--- src/rtl/card_resp_rx_pkg.sv ---
package card_resp_rx_pkg;

  typedef enum logic [1:0] {
    ST_IDLE    = 2'd0,
    ST_TURN    = 2'd1,
    ST_COLLECT = 2'd2
  } rxState_t;

  // strobes from control to datapath
  typedef struct packed {
    logic loadBase;     // latch timestamp + turnaround, clear index and word
    logic stepDeadline; // move deadline one bit period on
    logic markEnd;      // record current deadline as frame end
    logic takeBit;      // store de-whitened bit at current index
    logic countUp;      // advance bit index
  } rxStrobe_t;

endpackage

--- src/rtl/card_resp_rx_dp.sv ---
module card_resp_rx_dp
  import card_resp_rx_pkg::*;
#(
  parameter int TS_W         = 16,
  parameter int MAX_BITS     = 32,
  parameter int TURN_TICKS   = 495,
  parameter int PERIOD_TICKS = 150,
  parameter int IDX_W        = 6
) (
  input  logic                clk,
  input  logic                rstN,
  input  rxStrobe_t           strobe,
  input  logic [TS_W-1:0]     frameEndIn,
  input  logic [TS_W-1:0]     nowTick,
  input  logic                slicerBit,
  input  logic                ksBit,
  output logic                reached,
  output logic [IDX_W-1:0]    idx,
  output logic [MAX_BITS-1:0] rxWord,
  output logic [TS_W-1:0]     frameEndOut
);

  localparam logic [TS_W-1:0] TURN_C   = TS_W'(TURN_TICKS);
  localparam logic [TS_W-1:0] PERIOD_C = TS_W'(PERIOD_TICKS);

  logic [TS_W-1:0] deadline;
  logic [TS_W-1:0] gap;

  // wrap-safe "now >= deadline"
  assign gap     = nowTick - deadline;
  assign reached = ~gap[TS_W-1];

  always_ff @(posedge clk or negedge rstN) begin
    if (!rstN) begin
      deadline    <= '0;
      frameEndOut <= '0;
      idx         <= '0;
    end else if (strobe.loadBase) begin
      deadline <= frameEndIn + TURN_C;
      idx      <= '0;
    end else begin
      if (strobe.stepDeadline) deadline <= deadline + PERIOD_C;
      if (strobe.markEnd)      frameEndOut <= deadline;
      if (strobe.countUp)      idx <= idx + 1'b1;
    end
  end

  // result word: one write port per bit position
  for (genvar b = 0; b < MAX_BITS; b++) begin : g_wordBit
    always_ff @(posedge clk or negedge rstN) begin
      if (!rstN)
        rxWord[b] <= 1'b0;
      else if (strobe.loadBase)
        rxWord[b] <= 1'b0;
      else if (strobe.takeBit && (idx == IDX_W'(b)))
        rxWord[b] <= slicerBit ^ ksBit;
    end
  end

  // a bit is only stored inside the word
  assert_bit_in_range_R2 : assert property (@(posedge clk) disable iff (!rstN)
    strobe.takeBit |-> (idx < IDX_W'(MAX_BITS)));

  // the end of a period is only recorded once its deadline is reached
  assert_end_on_deadline_R1 : assert property (@(posedge clk) disable iff (!rstN)
    strobe.markEnd |-> reached);

endmodule

--- src/rtl/card_resp_rx_ctrl.sv ---
module card_resp_rx_ctrl
  import card_resp_rx_pkg::*;
#(
  parameter int LEN_W     = 6,
  parameter int IDX_W     = 6,
  parameter int MAX_BITS  = 32,
  parameter int ACK_LIMIT = 60
) (
  input  logic             clk,
  input  logic             rstN,
  input  logic             start,
  input  logic [LEN_W-1:0] lenIn,
  input  logic             ackMode,
  input  logic             slicerBit,
  input  logic             reached,
  input  logic [IDX_W-1:0] idx,
  output rxStrobe_t        strobe,
  output logic             ksAdvance,
  output logic             busy,
  output logic             done,
  output logic             ackSeen,
  output logic             ackTimeout
);

  rxState_t         state;
  logic             modeAck;
  logic             lenZero;
  logic [IDX_W-1:0] lastIdx;
  logic [LEN_W-1:0] lenClamp;
  logic             finish;

  assign lenClamp = (lenIn > LEN_W'(MAX_BITS)) ? LEN_W'(MAX_BITS) : lenIn;
  assign busy     = (state != ST_IDLE);

  always_comb begin
    strobe    = '0;
    finish    = 1'b0;
    ksAdvance = 1'b0;
    case (state)
      ST_IDLE: strobe.loadBase = start;
      ST_TURN: begin
        if (reached) begin
          strobe.stepDeadline = 1'b1;
          if (lenZero) begin
            strobe.markEnd = 1'b1;
            finish         = 1'b1;
          end
        end
      end
      ST_COLLECT: begin
        if (reached) begin
          ksAdvance           = 1'b1;
          strobe.stepDeadline = 1'b1;
          strobe.markEnd      = 1'b1;
          strobe.countUp      = 1'b1;
          strobe.takeBit      = ~modeAck;
          finish              = (idx == lastIdx) || (modeAck && slicerBit);
        end
      end
      default: ;
    endcase
  end

  always_ff @(posedge clk or negedge rstN) begin
    if (!rstN) begin
      state      <= ST_IDLE;
      modeAck    <= 1'b0;
      lenZero    <= 1'b0;
      lastIdx    <= '0;
      done       <= 1'b0;
      ackSeen    <= 1'b0;
      ackTimeout <= 1'b0;
    end else begin
      done <= finish;
      case (state)
        ST_IDLE: begin
          if (start) begin
            state      <= ST_TURN;
            modeAck    <= ackMode;
            lenZero    <= ~ackMode && (lenClamp == '0);
            lastIdx    <= ackMode ? IDX_W'(ACK_LIMIT - 1) : IDX_W'(lenClamp) - 1'b1;
            ackSeen    <= 1'b0;
            ackTimeout <= 1'b0;
          end
        end
        ST_TURN: begin
          if (finish)       state <= ST_IDLE;
          else if (reached) state <= ST_COLLECT;
        end
        ST_COLLECT: begin
          if (finish) begin
            state <= ST_IDLE;
            if (modeAck) begin
              ackSeen    <= slicerBit;
              ackTimeout <= ~slicerBit;
            end
          end
        end
        default: state <= ST_IDLE;
      endcase
    end
  end

  // completion is a single-cycle pulse
  assert_done_pulse_R9 : assert property (@(posedge clk) disable iff (!rstN)
    done |=> !done);

  // acknowledge outcomes exclude each other
  assert_flags_exclusive_R7 : assert property (@(posedge clk) disable iff (!rstN)
    !(ackSeen && ackTimeout));

  // a start during a run leaves the latched setup alone
  assert_start_ignored_R10 : assert property (@(posedge clk) disable iff (!rstN)
    (busy && start) |=> ($stable(modeAck) && $stable(lastIdx) && $stable(lenZero)));

  // a raw 1 in acknowledge mode ends the run as found
  assert_ack_raw_R5 : assert property (@(posedge clk) disable iff (!rstN)
    (state == ST_COLLECT && reached && modeAck && slicerBit) |=> (done && ackSeen));

endmodule

--- src/rtl/card_resp_rx.sv ---
module card_resp_rx
  import card_resp_rx_pkg::*;
#(
  parameter int TS_W         = 16,
  parameter int MAX_BITS     = 32,
  parameter int TURN_TICKS   = 495,
  parameter int PERIOD_TICKS = 150,
  parameter int ACK_LIMIT    = 60,
  parameter int LEN_W        = $clog2(MAX_BITS + 1),
  localparam int IDX_LIM     = (MAX_BITS > ACK_LIMIT) ? MAX_BITS : ACK_LIMIT,
  localparam int IDX_W       = $clog2(IDX_LIM + 1)
) (
  input  logic                clk,
  input  logic                rstN,
  input  logic                start,
  input  logic [LEN_W-1:0]    lenIn,
  input  logic                ackMode,
  input  logic [TS_W-1:0]     frameEndIn,
  input  logic [TS_W-1:0]     nowTick,
  input  logic                slicerBit,
  input  logic                ksBit,
  output logic                ksAdvance,
  output logic                busy,
  output logic                done,
  output logic [MAX_BITS-1:0] rxWord,
  output logic                ackSeen,
  output logic                ackTimeout,
  output logic [TS_W-1:0]     frameEndOut
);

  rxStrobe_t        strobe;
  logic             reached;
  logic [IDX_W-1:0] idx;

  card_resp_rx_ctrl #(
    .LEN_W(LEN_W), .IDX_W(IDX_W), .MAX_BITS(MAX_BITS), .ACK_LIMIT(ACK_LIMIT)
  ) ctrl_i (
    .clk(clk), .rstN(rstN), .start(start), .lenIn(lenIn), .ackMode(ackMode),
    .slicerBit(slicerBit), .reached(reached), .idx(idx), .strobe(strobe),
    .ksAdvance(ksAdvance), .busy(busy), .done(done),
    .ackSeen(ackSeen), .ackTimeout(ackTimeout)
  );

  card_resp_rx_dp #(
    .TS_W(TS_W), .MAX_BITS(MAX_BITS), .TURN_TICKS(TURN_TICKS),
    .PERIOD_TICKS(PERIOD_TICKS), .IDX_W(IDX_W)
  ) dp_i (
    .clk(clk), .rstN(rstN), .strobe(strobe), .frameEndIn(frameEndIn),
    .nowTick(nowTick), .slicerBit(slicerBit), .ksBit(ksBit),
    .reached(reached), .idx(idx), .rxWord(rxWord), .frameEndOut(frameEndOut)
  );

  // the keystream only steps inside a run
  assert_adv_in_run_R4 : assert property (@(posedge clk) disable iff (!rstN)
    ksAdvance |-> busy);

endmodule

--- config.mk ---
export PLATFORM = sky130hd
export DESIGN_NAME = card_resp_rx
export DESIGN_NICKNAME = d
export VERILOG_FILES = /design/src/rtl/card_resp_rx_pkg.sv /design/src/rtl/card_resp_rx_dp.sv /design/src/rtl/card_resp_rx_ctrl.sv /design/src/rtl/card_resp_rx.sv
export SDC_FILE = /design/constraint.sdc
export NUM_CORES = 1
export LEC_CHECK = 0
export ABC_AREA = 1
export CELL_PAD_IN_SITES_DETAIL_PLACEMENT = 0
export CELL_PAD_IN_SITES_GLOBAL_PLACEMENT = 2
export CORE_UTILIZATION = 32
export CTS_BUF_LIST = sky130_fd_sc_hd__clkbuf_8 sky130_fd_sc_hd__clkbuf_16
export CTS_CLUSTER_DIAMETER = 120
export DETAILED_ROUTE_END_ITERATION = 12
export DONT_BUFFER_PORTS = 1
export GPL_TIMING_DRIVEN = 1
export HOLD_SLACK_MARGIN = 0.15
export PLACE_DENSITY = 0.84
export SLEW_MARGIN = 20
export SYNTH_ARGS = -nofsm -noshare
export SYNTH_HDL_FRONTEND = slang
export SYNTH_HIERARCHICAL = 1
export SYNTH_SLANG_ARGS = --single-unit
export TNS_END_PERCENT = 30
--- constraint.sdc ---
create_clock -name clk -period 2.8 [get_ports clk]
set_input_delay 0.84 -clock clk [delete_from_list [all_inputs] [get_ports clk]]
set_output_delay 0.84 -clock clk [all_outputs]
set_load 0.005 [all_outputs]
== After elaboration in Yosys (flattened, before gate mapping) ==
Cells that the tools add are included.

* Register bits after elaboration: 83
* Input port bits: 44
* Output and inout port bits: 53
* Logic and storage cells: 262

* Add/subtract/negate cells: 5
* Magnitude comparators: 1
* Equality and inequality tests: 38
* Multiplexer cells: 93
* Bitwise logic cells: 5
* Reductions and logical operators: 78

{| class="wikitable"
|+ Operators with widths
! cell !! count
|-
| $eq 6x5->1 const B || 16
|-
| $mux 1 || 75
|-
| $reduce_bool 2->1 || 36
|-
| $eq 6x4->1 const B || 8
|-
| $logic_and 1x1->1 || 34
|-
| $mux 16 || 2
|-
| $eq 6x3->1 const B || 4
|-
| $mux 6 || 4
|-
| $add 16x8->16 const B || 1
|-
| $add 16x9->16 const B || 1
|-
| $sub 16x16->16 || 1
|-
| $eq 6x2->1 const B || 2
|-
| $logic_not 6->1 || 2
|-
| $mux 2 || 6
|-
| $add 6x1->6 const B || 1
|-
| $eq 6x1->1 const B || 1
|-
| $eq 6x6->1 || 1
|-
| $gt 6x6->1 const B || 1
|-
| $pmux 1 s2 || 3
|-
| $pmux 2 s3 || 1
|-
| $sub 6x1->6 const B || 1
|-
| $mux 4 || 1
|-
| $ne 2x1->1 const B || 2
|-
| $not 1->1 || 4
|-
| 11 further kinds || 12
|}

== Longest topological paths before layout ==
* Depth after elaboration: 6
* Mapped depth: 19
* Depth with buffers taken out: 18

== Modules after synthesis ==
The synthesis kept the hierarchy.

{| class="wikitable"
|+ Modules (own cells, without submodules)
! module !! instances !! cells each !! area each (um^2) !! seq. area each (um^2)
|-
| card_resp_rx_dp || 1 || 550 || 4111.4 || 1751.7
|-
| card_resp_rx_ctrl || 1 || 137 || 897.1 || 325.3
|}

== Worst setup path after synthesis ==
Ideal clock, no wire load.

* Path type: input to register
* From: input nowTick[12]
* To: register dp_i.frameEndOut[0]
* Setup time: 0.132 ns
* Data arrival time: 2.572 ns
* Data required time: 2.668 ns
* Setup slack: 0.097 ns
* Stages: 15
* Buffers on the path: 1
* Cell sequence: ha_1 -> nand2_1 -> inv_1 -> o21ai_0 -> nand2_1 -> a21oi_1 -> nand3b_1 -> nand2_1 -> nand2_1 -> a21oi_1 -> and2_1 -> nand2_1 -> buf_1 -> nand2_1 -> o21ai_0

{| class="wikitable"
|+ RTL lines
! element !! line !! RTL
|-
| start: declaration || card_resp_rx.sv:19 || <nowiki>input logic [TS_W-1:0] nowTick,</nowiki>
|-
| end signal: assignment || card_resp_rx_dp.sv:43 || <nowiki>if (strobe.markEnd) frameEndOut <= deadline;</nowiki>
|-
| end: declaration || card_resp_rx_dp.sv:20 || <nowiki>output logic [TS_W-1:0] frameEndOut</nowiki>
|}

== Worst setup path in the final report ==
* From: input nowTick[2]
* To: output ksAdvance

* Word-level cells in the longest chain between the ends: 3

{| class="wikitable"
|+ RTL lines
! element !! line !! RTL
|-
| $sub 16x16->16 || card_resp_rx_dp.sv:30 || <nowiki>assign gap = nowTick - deadline;</nowiki>
|-
| $mux 1 || card_resp_rx_ctrl.sv:51 || <nowiki>if (reached) begin</nowiki>
|-
| $mux 1 || card_resp_rx_ctrl.sv:39 || <nowiki>case (state)</nowiki>
|-
| end: declaration || card_resp_rx.sv:22 || <nowiki>output logic ksAdvance,</nowiki>
|}

Every way passes these cells.

==> flow_summary.toml <==
[logic_synthesis]
synth-seq-cells = 83
synth_top_area_share_pct = 41.47
ys_seq_area_share_pct = 41.47
syn_area_mm2 = 0.005009
synth_area_per_cell_um2 = 7.290
ys_types = 41
mappedNetlistNets = 756
yosys-top-cells-area = "dfrtp_1 (41%), nand2_1 (13%), ha_1 (6.2%)"
yosysTopAreaCell = "dfrtp_1"
ys_warn_count = 6
syn_inst = 687

[sta]
fin_ws_ns = 0.02924
tightest_slew_ns = 0.4979
fmax_ghz = 0.3609
relSlewSlack_pct = 66.76
fin_worst_skew_ns = 0.006626
rsz0062_at_grt = "yes"
maxSlewViolCount = 0
finalSetupViolations = 0
tns_ns = 0
fin_crit_ns = 2.771
fin_crit_sh_pct = 98.96
hold_violations = 0

[floorplanning]
die_w_um = 127.1
core.rowCount = 45
pin_count = 97
fp.dieH_um = 127.1
die-area_mm2 = 0.01616
initial_core_util_pct = 32.82
core_mm2 = 0.01526

[grt]
grt_use_total_pct = 17.63
grt_pass1_wl_um = 22100
grt_pass1_vias = 4262
antenna_found_initial = 0
grt_overflow = 0
grt_max_degree = 84

[clocking]
cts_buffers = 9
clkTransAtPathRegs_ns = 0.06
htree_num_levels = 3
cts_tree = "done"
clock_latency_ns = 0.35
cts_hold_buffers = 0
clock_path_buffers = 2
cts_root_buf = "clkbuf_16"
clock-sinks = 83

[critical_path]
crit_type = "input pin to primary output"
worstSetupStartpointType = "input pin"
crit_chain = "ha_4, nand2_2, o21ai_2, nand4_1, nand3_1, nand2_1, nand2_1, nand2_1, nand2_2, nand2_2, inv_4"
cp.required_ns = 1.96
r2r-start = "dp_i/deadline[2]"
end_kind = "primary output"
critPathLaunch = "nowTick[2]"
cpPeakStageDelay_ns = 0.25
slowest_stage = "ha_4"
cp.arrival_ns = 1.93
crit_family = "simple AND/OR/NAND/NOR gates"
path_buf_inv = 1
path_max_fanout = 3

[place]
globalplace.congestion = 0.8216
hpwl_um = 9996
preCtsSetupSlack_ns = -0.3109
port_buffers = 0
placed_cells = 907

[outcome]
status = "completed"

[layout]
instances_no_fill = 932
fillCellCount = 1574
n_antenna_cell = 0
drive_gt1_share_pct = 15.81
nets = 785
synthToLayoutAreaGrowth_pct = 18.46

[job]
maxCapViolCount = 0

[detailed_routing]
drtIter0Drc = 296
ant_nets = 0
vias_per_cell = 4.792
wl_per_cell_um = 14.43
via_count = 4466
first_pass_iters = 5
wirelength_um = 13450
route.detailed.drc = 0

[pwr]
p_per_area_mw_per_mm2 = 912.7
ir_drop_v = 0.0003534
p_leak_nw = 2.875

[min_path]
hold_class = "input pin to asynchronous set/reset pin"
[sequential cells by signal (all words and copies together), names as in the netlist, 2 cells and up]
register,cells
dp_i/idx,6
dp_i/rxWord,32
dp_i/deadline,16
dp_i/frameEndOut,16
ctrl_i/state,2
ctrl_i/lastIdx,6
[where the power goes]
group / internal [mW] / switching, mW
combinational: 1.00 / 1.42
sequential: 1.52 / 0.276
clock: 0.689 / 0.503
total: 3.22 / 2.20
[synth_stat cells, drive strengths merged]
cell type  instances
nand3b             4
a31oi              3
mux2i              1
buf               14
o211ai             1
nand3             63
dfrtp             83
and2               1
a221oi             1
o32ai              1
a211oi             1
o22ai              4
or2                3
a22oi              2
xnor2              3
o31ai              1
nor2              68
inv               94
a21oi             24
nor3               9
nand2            186
clkbuf             6
a21o               1
nand4             10
o21ai             73
ha                25
xor2               5
[kinds of logic (layout without fill, tap and decap cells)]
logic type	Yosys count	count (layout)	share of synthesized area (%)
AOI/OAI and AO/OA	112	112	12.12
xor gates and xnor gates	8	8	1.399
adders and majority gates	25	25	6.245
buffers and inverters	114	148	8.918
DFF	83	83	41.47
muxes	1	1	0.1999
and+or+nand+nor	344	344	29.65
[metal layers]
metal,GRT usage (%),wire [um],vias up,part of all wire (%)
li1,-,-,2289,-
met4,5.882,154,0,1.1
met1,24.56,6670,2043,50
met3,6.742,1194,11,8.9
met5,0,0,-,0
met2,24.79,5427,123,40
[stage by stage]
stage	instance area [um2]	hold slack (ns)	utilization, %	total power, mW
final	5933	0.1804	38.88	5.415
after global routing	5933	0.1582	38.88	5.905
after CTS	5843	0.1595	38.29	5.356
after detailed placement	5434	0.4817	35.61	3.985
after global placement	5434	0.4729	35.61	3.955
after floorplan	5009	0.4537	-	3.217
[placed cells by master (no fill, tap or decap), types with 9 or more instances in the layout]
cell       count
o21ai_0       35
nand2_2       12
nand4_1       10
nor2_1        63
buf_4         35
inv_2         18
nand2_1      173
nand3_1       61
a21oi_1       17
o21ai_1       36
ha_1          19
clkbuf_16      9
dfrtp_1       82
inv_1         75
[path summary, 6_finish.rpt]
check	endpoint	slack, ns	depth (start not counted)
max	ksAdvance	0.03	11
min	dp_i/rxWord[12]	0.18	0
max reg2reg	dp_i/rxWord[25]	0.16	18
min reg2reg	ctrl_i/lenZero	0.49	2
max in group asynchronous	dp_i/deadline[11]	2.49	0
min in group clk	ctrl_i/lenZero	0.49	2
[area by class of cell]
type	instances	area [um2]	share of cell area (%)
clock buffer	9	225.2	3.796
clock inverter	7	68.82	1.160
inverter	94	357.8	6.031
multi-input combinational	490	2616	44.10
sequential	83	2078	35.03
tap	211	264.0	4.450
timing repair buffer	38	322.8	5.441
[repair_timing]
item / in CTS / in global routing
setup buffers: 6 / 3
pin swaps: 9 / 10
resized for setup: 16 / 19
endpoints found under the setup margin: 1 / 54
Note: power is estimated with default switching activity, not from simulation.
